`src/rtl/dis_pkg.sv`:
```
package dis_pkg;
    localparam int NUM_OPS   = 8;
    localparam int OP_W      = $clog2(NUM_OPS);
    localparam int NUM_TRAIN = 7;
    localparam int FIXED_OPS = 2;
    localparam int WDATA_W   = 10;
    localparam int RDATA_W   = 16;
    localparam int TYPE_LSB  = 7;
    localparam int START_BIT = 9;
    localparam int ERR_LSB   = 8;

    typedef enum logic [1:0] {
        MT_LP4 = 2'b00,
        MT_D4  = 2'b01,
        MT_D3L = 2'b10,
        MT_RSV = 2'b11
    } mem_type_e;

    typedef enum logic [1:0] {
        ST_IDLE,
        ST_LAUNCH,
        ST_WAIT
    } seq_state_e;

    typedef struct packed {
        seq_state_e          st;
        logic [OP_W-1:0]     op;
        logic [NUM_OPS-1:0]  err;
    } fsm_regs_t;

    typedef struct packed {
        logic [NUM_TRAIN-1:0] en;
        logic [1:0]           mt;
        logic                 done;
        logic                 cfg;
    } top_regs_t;

    // step index k: 0 imp, 1 wl, 2 gate, 3 dqs2dq, 4 eye, 5 vref
    function automatic logic type_allows(input logic [1:0] mt, input int k);
        case (mt)
            MT_LP4:  type_allows = 1'b1;
            MT_D4:   type_allows = (k != 3);
            MT_D3L:  type_allows = (k != 3) && (k != 5);
            default: type_allows = 1'b0;
        endcase
    endfunction
endpackage

```
`src/rtl/dis_elig.sv`:
```
module dis_elig
    import dis_pkg::*;
(
    input  logic [1:0]           mem_type,
    input  logic [NUM_OPS-3:0]   train_en,
    output logic [NUM_OPS-1:0]   run_mask
);
    assign run_mask[FIXED_OPS-1:0] = '1;

    for (genvar k = 0; k < NUM_OPS - FIXED_OPS; k++) begin : g_train
        assign run_mask[k+FIXED_OPS] = train_en[k] & type_allows(mem_type, k);
    end
endmodule

```
`src/rtl/dis_pick.sv`:
```
module dis_pick #(
    parameter int N = 8,
    parameter int W = $clog2(N)
) (
    input  logic [N-1:0] mask,
    input  logic [W-1:0] cur,
    output logic         found,
    output logic [W-1:0] nxt
);
    always_comb begin
        found = 1'b0;
        nxt   = '0;
        for (int i = N - 1; i >= 0; i--) begin
            if (mask[i] && (i > int'(cur))) begin
                found = 1'b1;
                nxt   = i[W-1:0];
            end
        end
    end
endmodule

```
`src/rtl/dis_fsm.sv`:
```
module dis_fsm
    import dis_pkg::*;
(
    input  logic               clk,
    input  logic               rst_n,
    input  logic               clr,
    input  logic               go,
    input  logic [NUM_OPS-1:0] run_mask,
    input  logic               eng_done,
    input  logic               eng_err,
    output logic               eng_start,
    output logic [OP_W-1:0]    eng_op,
    output logic               busy,
    output logic [NUM_OPS-1:0] err,
    output logic               fin
);
    fsm_regs_t r_q, r_d;
    logic            nxt_found;
    logic [OP_W-1:0] nxt_op;

    dis_pick #(.N(NUM_OPS), .W(OP_W)) u_pick (
        .mask  (run_mask),
        .cur   (r_q.op),
        .found (nxt_found),
        .nxt   (nxt_op)
    );

    always_comb begin
        r_d = r_q;
        fin = 1'b0;
        case (r_q.st)
            ST_IDLE: begin
                if (clr) r_d.err = '0;
                if (go) begin
                    r_d.st = ST_LAUNCH;
                    r_d.op = '0;
                end
            end
            ST_LAUNCH: r_d.st = ST_WAIT;
            ST_WAIT: begin
                if (eng_done) begin
                    r_d.err[r_q.op] = r_q.err[r_q.op] | eng_err;
                    if (nxt_found) begin
                        r_d.op = nxt_op;
                        r_d.st = ST_LAUNCH;
                    end else begin
                        r_d.st = ST_IDLE;
                        fin    = 1'b1;
                    end
                end
            end
            default: r_d.st = ST_IDLE;
        endcase
    end

    always_ff @(posedge clk or negedge rst_n) begin
        if (!rst_n) begin
            r_q.st  <= ST_IDLE;
            r_q.op  <= '0;
            r_q.err <= '0;
        end else begin
            r_q <= r_d;
        end
    end

    assign eng_start = (r_q.st == ST_LAUNCH);
    assign eng_op    = r_q.op;
    assign busy      = (r_q.st != ST_IDLE);
    assign err       = r_q.err;

    p_start_pulse_r6: assert property (@(posedge clk) disable iff (!rst_n)
        eng_start |=> !eng_start);

    p_first_op_r1: assert property (@(posedge clk) disable iff (!rst_n)
        $rose(busy) |-> (eng_op == '0));

    p_op_ascend_r1: assert property (@(posedge clk) disable iff (!rst_n)
        (r_q.st == ST_WAIT && eng_done && nxt_found) |=> (eng_op > $past(eng_op)));

    p_err_sticky_r7: assert property (@(posedge clk) disable iff (!rst_n)
        (busy && $past(busy)) |-> ((err & $past(err)) == $past(err)));
endmodule

```
`src/rtl/dram_init_seq.sv`:
```
module dram_init_seq
    import dis_pkg::*;
(
    input  logic               clk,
    input  logic               rst_n,
    input  logic               wr_en,
    input  logic               wr_addr,
    input  logic [WDATA_W-1:0] wr_data,
    input  logic               rd_addr,
    output logic [RDATA_W-1:0] rd_data,
    output logic               eng_start,
    output logic [OP_W-1:0]    eng_op,
    input  logic               eng_done,
    input  logic               eng_err,
    output logic               phy_ready
);
    top_regs_t q, d;
    logic               busy, fin, acc, start_acc, rsv, go;
    logic [NUM_OPS-1:0] run_mask, op_err;
    logic [1:0]         wr_type;

    assign wr_type   = wr_data[TYPE_LSB +: 2];
    assign acc       = wr_en && !wr_addr && !busy;
    assign start_acc = acc && wr_data[START_BIT];
    assign rsv       = (wr_type == MT_RSV);
    assign go        = start_acc && !rsv;

    dis_elig u_elig (
        .mem_type (q.mt),
        .train_en (q.en[NUM_OPS-3:0]),
        .run_mask (run_mask)
    );

    dis_fsm u_fsm (
        .clk       (clk),
        .rst_n     (rst_n),
        .clr       (start_acc),
        .go        (go),
        .run_mask  (run_mask),
        .eng_done  (eng_done),
        .eng_err   (eng_err),
        .eng_start (eng_start),
        .eng_op    (eng_op),
        .busy      (busy),
        .err       (op_err),
        .fin       (fin)
    );

    always_comb begin
        d = q;
        if (acc) begin
            d.en = wr_data[NUM_TRAIN-1:0];
            d.mt = wr_type;
        end
        if (start_acc) begin
            d.done = rsv;
            d.cfg  = rsv;
        end
        if (fin) d.done = 1'b1;
    end

    always_ff @(posedge clk or negedge rst_n) begin
        if (!rst_n) begin
            q.en   <= '0;
            q.mt   <= '0;
            q.done <= 1'b0;
            q.cfg  <= 1'b0;
        end else begin
            q <= d;
        end
    end

    assign phy_ready = q.done && !q.cfg && !(|op_err);

    always_comb begin
        rd_data = '0;
        if (!rd_addr) begin
            rd_data[NUM_TRAIN-1:0]   = q.en;
            rd_data[TYPE_LSB +: 2]   = q.mt;
        end else begin
            rd_data[0]                 = busy;
            rd_data[1]                 = q.done;
            rd_data[2]                 = |op_err;
            rd_data[3]                 = q.cfg;
            rd_data[4]                 = phy_ready;
            rd_data[ERR_LSB +: NUM_OPS] = op_err;
        end
    end

    p_launch_eligible_r5: assert property (@(posedge clk) disable iff (!rst_n)
        eng_start |-> run_mask[eng_op]);

    p_reserved_done_r11: assert property (@(posedge clk) disable iff (!rst_n)
        (start_acc && rsv) |=> (q.done && q.cfg && !busy));

    p_done_idle_r8: assert property (@(posedge clk) disable iff (!rst_n)
        q.done |-> !busy);

    p_busy_holds_cfg_r9: assert property (@(posedge clk) disable iff (!rst_n)
        (busy && $past(busy)) |-> ($stable(q.en) && $stable(q.mt)));
endmodule

```
`config.mk`:
```
export PLATFORM = sky130hd
export DESIGN_NAME = dram_init_seq
export DESIGN_NICKNAME = d
export VERILOG_FILES = /design/src/rtl/dis_pkg.sv /design/src/rtl/dis_elig.sv /design/src/rtl/dis_pick.sv /design/src/rtl/dis_fsm.sv /design/src/rtl/dram_init_seq.sv
export SDC_FILE = /design/constraint.sdc
export NUM_CORES = 1
export LEC_CHECK = 0
export CAP_MARGIN = 20
export CELL_PAD_IN_SITES_DETAIL_PLACEMENT = 0
export CELL_PAD_IN_SITES_GLOBAL_PLACEMENT = 1
export CORE_MARGIN = 2
export CORE_UTILIZATION = 46
export CTS_CLUSTER_DIAMETER = 80
export CTS_CLUSTER_SIZE = 14
export DETAILED_ROUTE_END_ITERATION = 8
export DONT_BUFFER_PORTS = 1
export PLACE_DENSITY = 0.74
export SLEW_MARGIN = 40
export SYNTH_ARGS = -nofsm -noshare
export SYNTH_HDL_FRONTEND = slang
export SYNTH_SLANG_ARGS = --single-unit
```
`constraint.sdc`:
```
create_clock -name clk -period 1.9 [get_ports clk]
set_input_delay 0.38 -clock clk [delete_from_list [all_inputs] [get_ports clk]]
set_output_delay 0.38 -clock clk [all_outputs]
set_load 0.03 [all_outputs]
```
### Yosys cells after proc, flatten, opt, wreduce, memory -nomap -nowiden

Cells that the tools add are included.

| word-level totals | value |
|---|---|
| flip-flop bits (word level) | 24 |
| bits of input ports | 17 |
| output and inout bits | 21 |
| logic and storage cells | 99 |

| cells by class | value |
|---|---|
| order comparisons | 9 |
| equality and inequality tests | 9 |
| mux-type cells | 38 |
| bitwise operators | 7 |
| reductions and logical operators | 29 |

Operators with widths:

| cell | count |
|---|---|
| 3-bit 2-to-1 mux | 9 |
| 11-bit case mux with 2 select lines | 1 |
| 1-bit 2-to-1 mux | 18 |
| 1-bit logical AND | 13 |
| 13-bit 2-to-1 mux | 1 |
| 3-bit greater-than comparator (first input constant) | 4 |
| 5-bit 2-to-1 mux | 2 |
| 8-bit bitwise mux | 1 |
| 8-bit 2-to-1 mux | 1 |
| 8-bit OR reduction | 1 |
| 7-bit 2-to-1 mux | 1 |
| 1-bit AND | 6 |
| 2-bit == test (second input constant) | 3 |
| 2-bit by 3-bit greater-than comparator with 1-bit output (first input constant) | 2 |
| 2-bit inequality test (second input constant) | 3 |
| 2-bit case mux with 3 select lines | 1 |
| 2-bit nonzero test | 3 |
| 1-bit zero test | 5 |
| 2-bit by 1-bit == test with 1-bit output (second input constant) | 2 |
| 2-bit zero test | 2 |
| 3-bit by 4-bit less-than comparator with 1-bit output (second input constant) | 1 |
| 4-bit AND reduction | 1 |
| 1-bit binary-select mux with 3-bit select | 1 |
| 1-bit demux with 3-bit select | 1 |
| other kinds (9) | 9 |

### Longest topological paths before layout

| depth | value |
|---|---|
| word-level depth | 16 |
| depth in mapped cells | 6 |

### By module

Synthesis repeated with hierarchy kept, for this count alone.

| second synthesis, totals | value |
|---|---|
| cells, all modules | 182 |
| area total of the unflattened synthesis | 1,722.9 sq um |

By module, submodules not included:

| module | times used | cells each | area an instance (sq um) |
|---|---|---|---|
| dis_fsm | 1 | 91 | 847.1 |
| dram_init_seq | 1 | 54 | 639.4 |
| dis_pick | 1 | 28 | 168.9 |
| dis_elig | 1 | 9 | 67.6 |

### Worst setup path after synthesis

OpenSTA, ideal clock, no wires.

| timing | value |
|---|---|
| path kind | input port to output port |
| from | input port rd_addr |
| to | output port rd_data[0] |
| data arrival time | 1,437 ps |
| data required time | 1,520 ps |
| path slack | 83 ps |
| cell stages on the path | 4 |
| buffers on the path | 2 |
| path through | clkbuf_1 > clkbuf_1 > nor2_1 > a21oi_1 |

| on the way | value |
|---|---|
| word-level cells in the longest chain between the ends | 1 |

Ends and longest elaborated chain:

| element | line | text |
|---|---|---|
| from (decl) | dram_init_seq.sv:9 | `input logic rd_addr,` |
| 5-bit 2-to-1 mux | dram_init_seq.sv:77 | `if (!rd_addr) begin` |
| to (decl) | dram_init_seq.sv:10 | `output logic [RDATA_W-1:0] rd_data,` |

Every way passes these cells.

### Worst setup path in the final report

| timing | value |
|---|---|
| from | register, netlist name u_fsm.err[1] |
| to | output port rd_data[4] |

| on the way | value |
|---|---|
| word-level cells in the longest chain between the ends | 4 |

Ends and longest elaborated chain:

| element | line | text |
|---|---|---|
| 8-bit OR reduction | dram_init_seq.sv:73 | `assign phy_ready = q.done && !q.cfg && !(\|op_err);` |
| 1-bit zero test | dram_init_seq.sv:73 |  |
| 1-bit logical AND | dram_init_seq.sv:73 |  |
| 5-bit 2-to-1 mux | dram_init_seq.sv:77 |  |

Every way passes these cells.

==> results.py <==
metrics = {
    "clock_network": {
        "clock-sinks": 24,
        "clock_latency_ns": 0.33,
        "cts-htree-levels": 1,
        "clkTransAtPathRegs_ns": 0.14,
        "cts_root_buf": "clkbuf_4",
        "cts_buffers": 3,
        "cts.path.max_buffers": 2,
        "tritoncts": "yes",
    },
    "die": {
        "placementRows": 20,
        "start_util": 0.486,
        "core-area_um2": 3050,
        "die-area_um2": 3700,
        "dieWidth_um": 60.8,
        "io_pins": 38,
        "die_height_um": 60.8,
    },
    "finish": {
        "layout.nets": 191,
        "drive_above_1_share": 0.254,
        "seq_area_um2": 603,
        "multi_input_area_um2": 823,
        "fin_util": 0.561,
        "antenna_cells": 0,
        "fin_area_um2": 1710,
        "n_fill_cell": 297,
        "area_delta_synth_final_pct": 15.3,
    },
    "place": {
        "port-buffer-count": 0,
        "place_area_um2": 1610,
        "place.gp.congestion": 0.845,
        "dp.final_hpwl_um": 2810,
        "dp_slack_ns": 0.0833,
    },
    "timing": {
        "rsz0062_at_grt": "yes",
        "worst_slack_ns": -0.160,
        "tightest_slew_ns": 0.766,
        "final-hold-violation-count": 0,
        "finalSetupViolCount": 3,
        "tns_ns": -0.317,
        "min_period_ns": 2.06,
        "skew_ns": 0.00525,
        "period_share": 1.08,
        "hold_slack_ns": 0.129,
        "fmax_ghz": 0.485,
        "slew_headroom": 0.487,
        "slew_viol_final": 0,
    },
    "grt": {
        "grt_pass1_vias": 1280,
        "overflow": 0,
        "antenna_found_initial": 0,
        "grt_pass1_wl_um": 6200,
        "gr-usage-all-layers": 0.226,
        "grt_max_degree": 25,
    },
    "yosys": {
        "netlist_top_cells_area": "dfrtp_1 40%, mux2_1 6.8%, nor2_1 4.3%",
        "synth_compound_area_frac": 0.154,
        "yosys_warnings": 0,
        "synth.distinct_cells": 43,
        "async_flop_share": 1.00,
        "synthFlopType": "dfrtp_1",
        "synth.area.mux_share": 0.136,
        "synth-adder-area-share": 0,
        "avgSynthCellArea_um2": 9.46,
        "synth.largest_area_cell": "dfrtp_1",
        "synth_nets": 174,
        "synth-xor-area-share": 0,
        "synth-seq-cells": 24,
        "yosysMostFrequentCell": "dfrtp_1",
        "synth_top_family_by_area": "simple AND/OR/NAND/NOR gates",
        "synth_edf_count": 0,
        "syn_area_um2": 1490,
        "synthTopCellsByCount": "24 x dfrtp_1, 17 x nor2_1, 12 x nand2_1, 9 x mux2_1, 9 x nand3_1",
        "synth_top_area_share": 0.404,
        "seq_area_frac_synth": 0.404,
        "synthCells": 157,
        "synth-simple-area-share": 0.253,
    },
    "run": {
        "cap_violations": 0,
    },
    "drt": {
        "drt_iter0_drc": 52,
        "wl_um": 3760,
        "viasPerCell": 5.76,
        "antenna_left": 0,
        "vias": 1249,
        "post-route-drc-count": 0,
        "dr.pass1.iters": 4,
        "wl_per_cell_um": 17.3,
    },
    "status": {
        "outcome": "finished, violations left",
        "violations": "setup timing",
    },
    "worst_setup_path": {
        "crit_arrival_ns": 1.68,
        "worst-setup-path-type": "register to primary output",
        "cp-end-kind": "primary output",
        "critical_path_required_ns": 1.52,
        "cp-start-kind": "register",
        "worst_r2r_path_depth": 5,
        "cp_max_fo": 2,
    },
    "hold_path": {
        "min_path_cells": 1,
        "hold_class": "primary input to register",
    },
    "power": {
        "peakVddDrop_mv": 0.832,
        "p_per_area_nw_per_um2": 1560,
        "p_leak_nw": 0.755,
    },
}
## worst max-delay path, stage by stage (launching register included)
cell and delay [ns]:
dfrtp_1 0.43, nor4_2 0.31, buf_4 0.17, and4b_1 0.23
mux2_4 0.22
## cell usage in the layout, fill, tap and decap left out, types with 4 or more instances in the layout
cell and n:
nor2_1 17, buf_4 20, mux2_1 9, a21oi_1 5, o21ai_1 4, nor2b_1 6, dfrtp_1 22, a211oi_1 4
nor3_1 4, nand3_1 9, mux2_2 4, nand2_1 12, and2_1 7
## state kept, by name (all words and copies together) (netlist names)
signal / flops
q: 11
u_fsm.r_q: 2
u_fsm.eng_op: 3
u_fsm.err: 8
## timing repair
item | in CTS | in global routing
hold endpoints to repair | 24 | 0
setup buffers | 2 | 0
hold buffers | 2 | 0
setup endpoints to repair | 3 | 10
gates resized for setup | 3 | 2
## power by group
group	total [mW]	internal, mW	switching [mW]	leakage [nW]
Sequential	0.907	0.702	0.205	0.305
Clock	0.288	0.117	0.170	0.0210
Combinational	1.47	0.609	0.863	0.429
## layout make-up
type                            count  area share
Multi-Input combinational cell    119       0.481
Sequential cell                    24       0.352
Timing Repair Buffer               22       0.105
Tap cell                           44      0.0321
Clock buffer                        4      0.0212
Inverter                            4     0.00877
## stage by stage
step           std cells  total power [mW]
2_1_floorplan        157              1.96
3_3_place_gp         209              2.29
3_5_place_dp         209              2.32
4_1_cts              217              2.66
5_1_grt              217              2.85
6_report             217              2.67
## per-layer routing
| layer | part of all wire | global-route usage | routed length, µm |
|---|---|---|---|
| met1 | 0.45 | 0.288 | 1700 |
| met2 | 0.47 | 0.382 | 1770 |
| met3 | 0.060 | 0.0426 | 226 |
| met4 | 0.016 | 0.0807 | 61 |
| met5 | 0 | 0 | 0 |
## logic make-up after synthesis
kind of cell,Yosys count
DFF,24
and+or+nand+nor,69
AOI/OAI and AO/OA,32
muxes,18
buffers and inverters,14
## worst paths after layout
check	startpoint	to	slack [ns]
worst max-delay path	u_fsm.err[1]	rd_data[4]	-0.16
worst min-delay path	eng_done	u_fsm.r_q[12]	0.13
worst max register to register	u_fsm.eng_op[0]	u_fsm.err[7]	0.10
worst min register to register	q[10]	q[10]	0.51
max in group asynchronous	rst_n	u_fsm.eng_op[2]	1.28
min in group asynchronous	rst_n	u_fsm.eng_op[1]	0.47
Note: power is estimated with default switching activity, not from simulation.
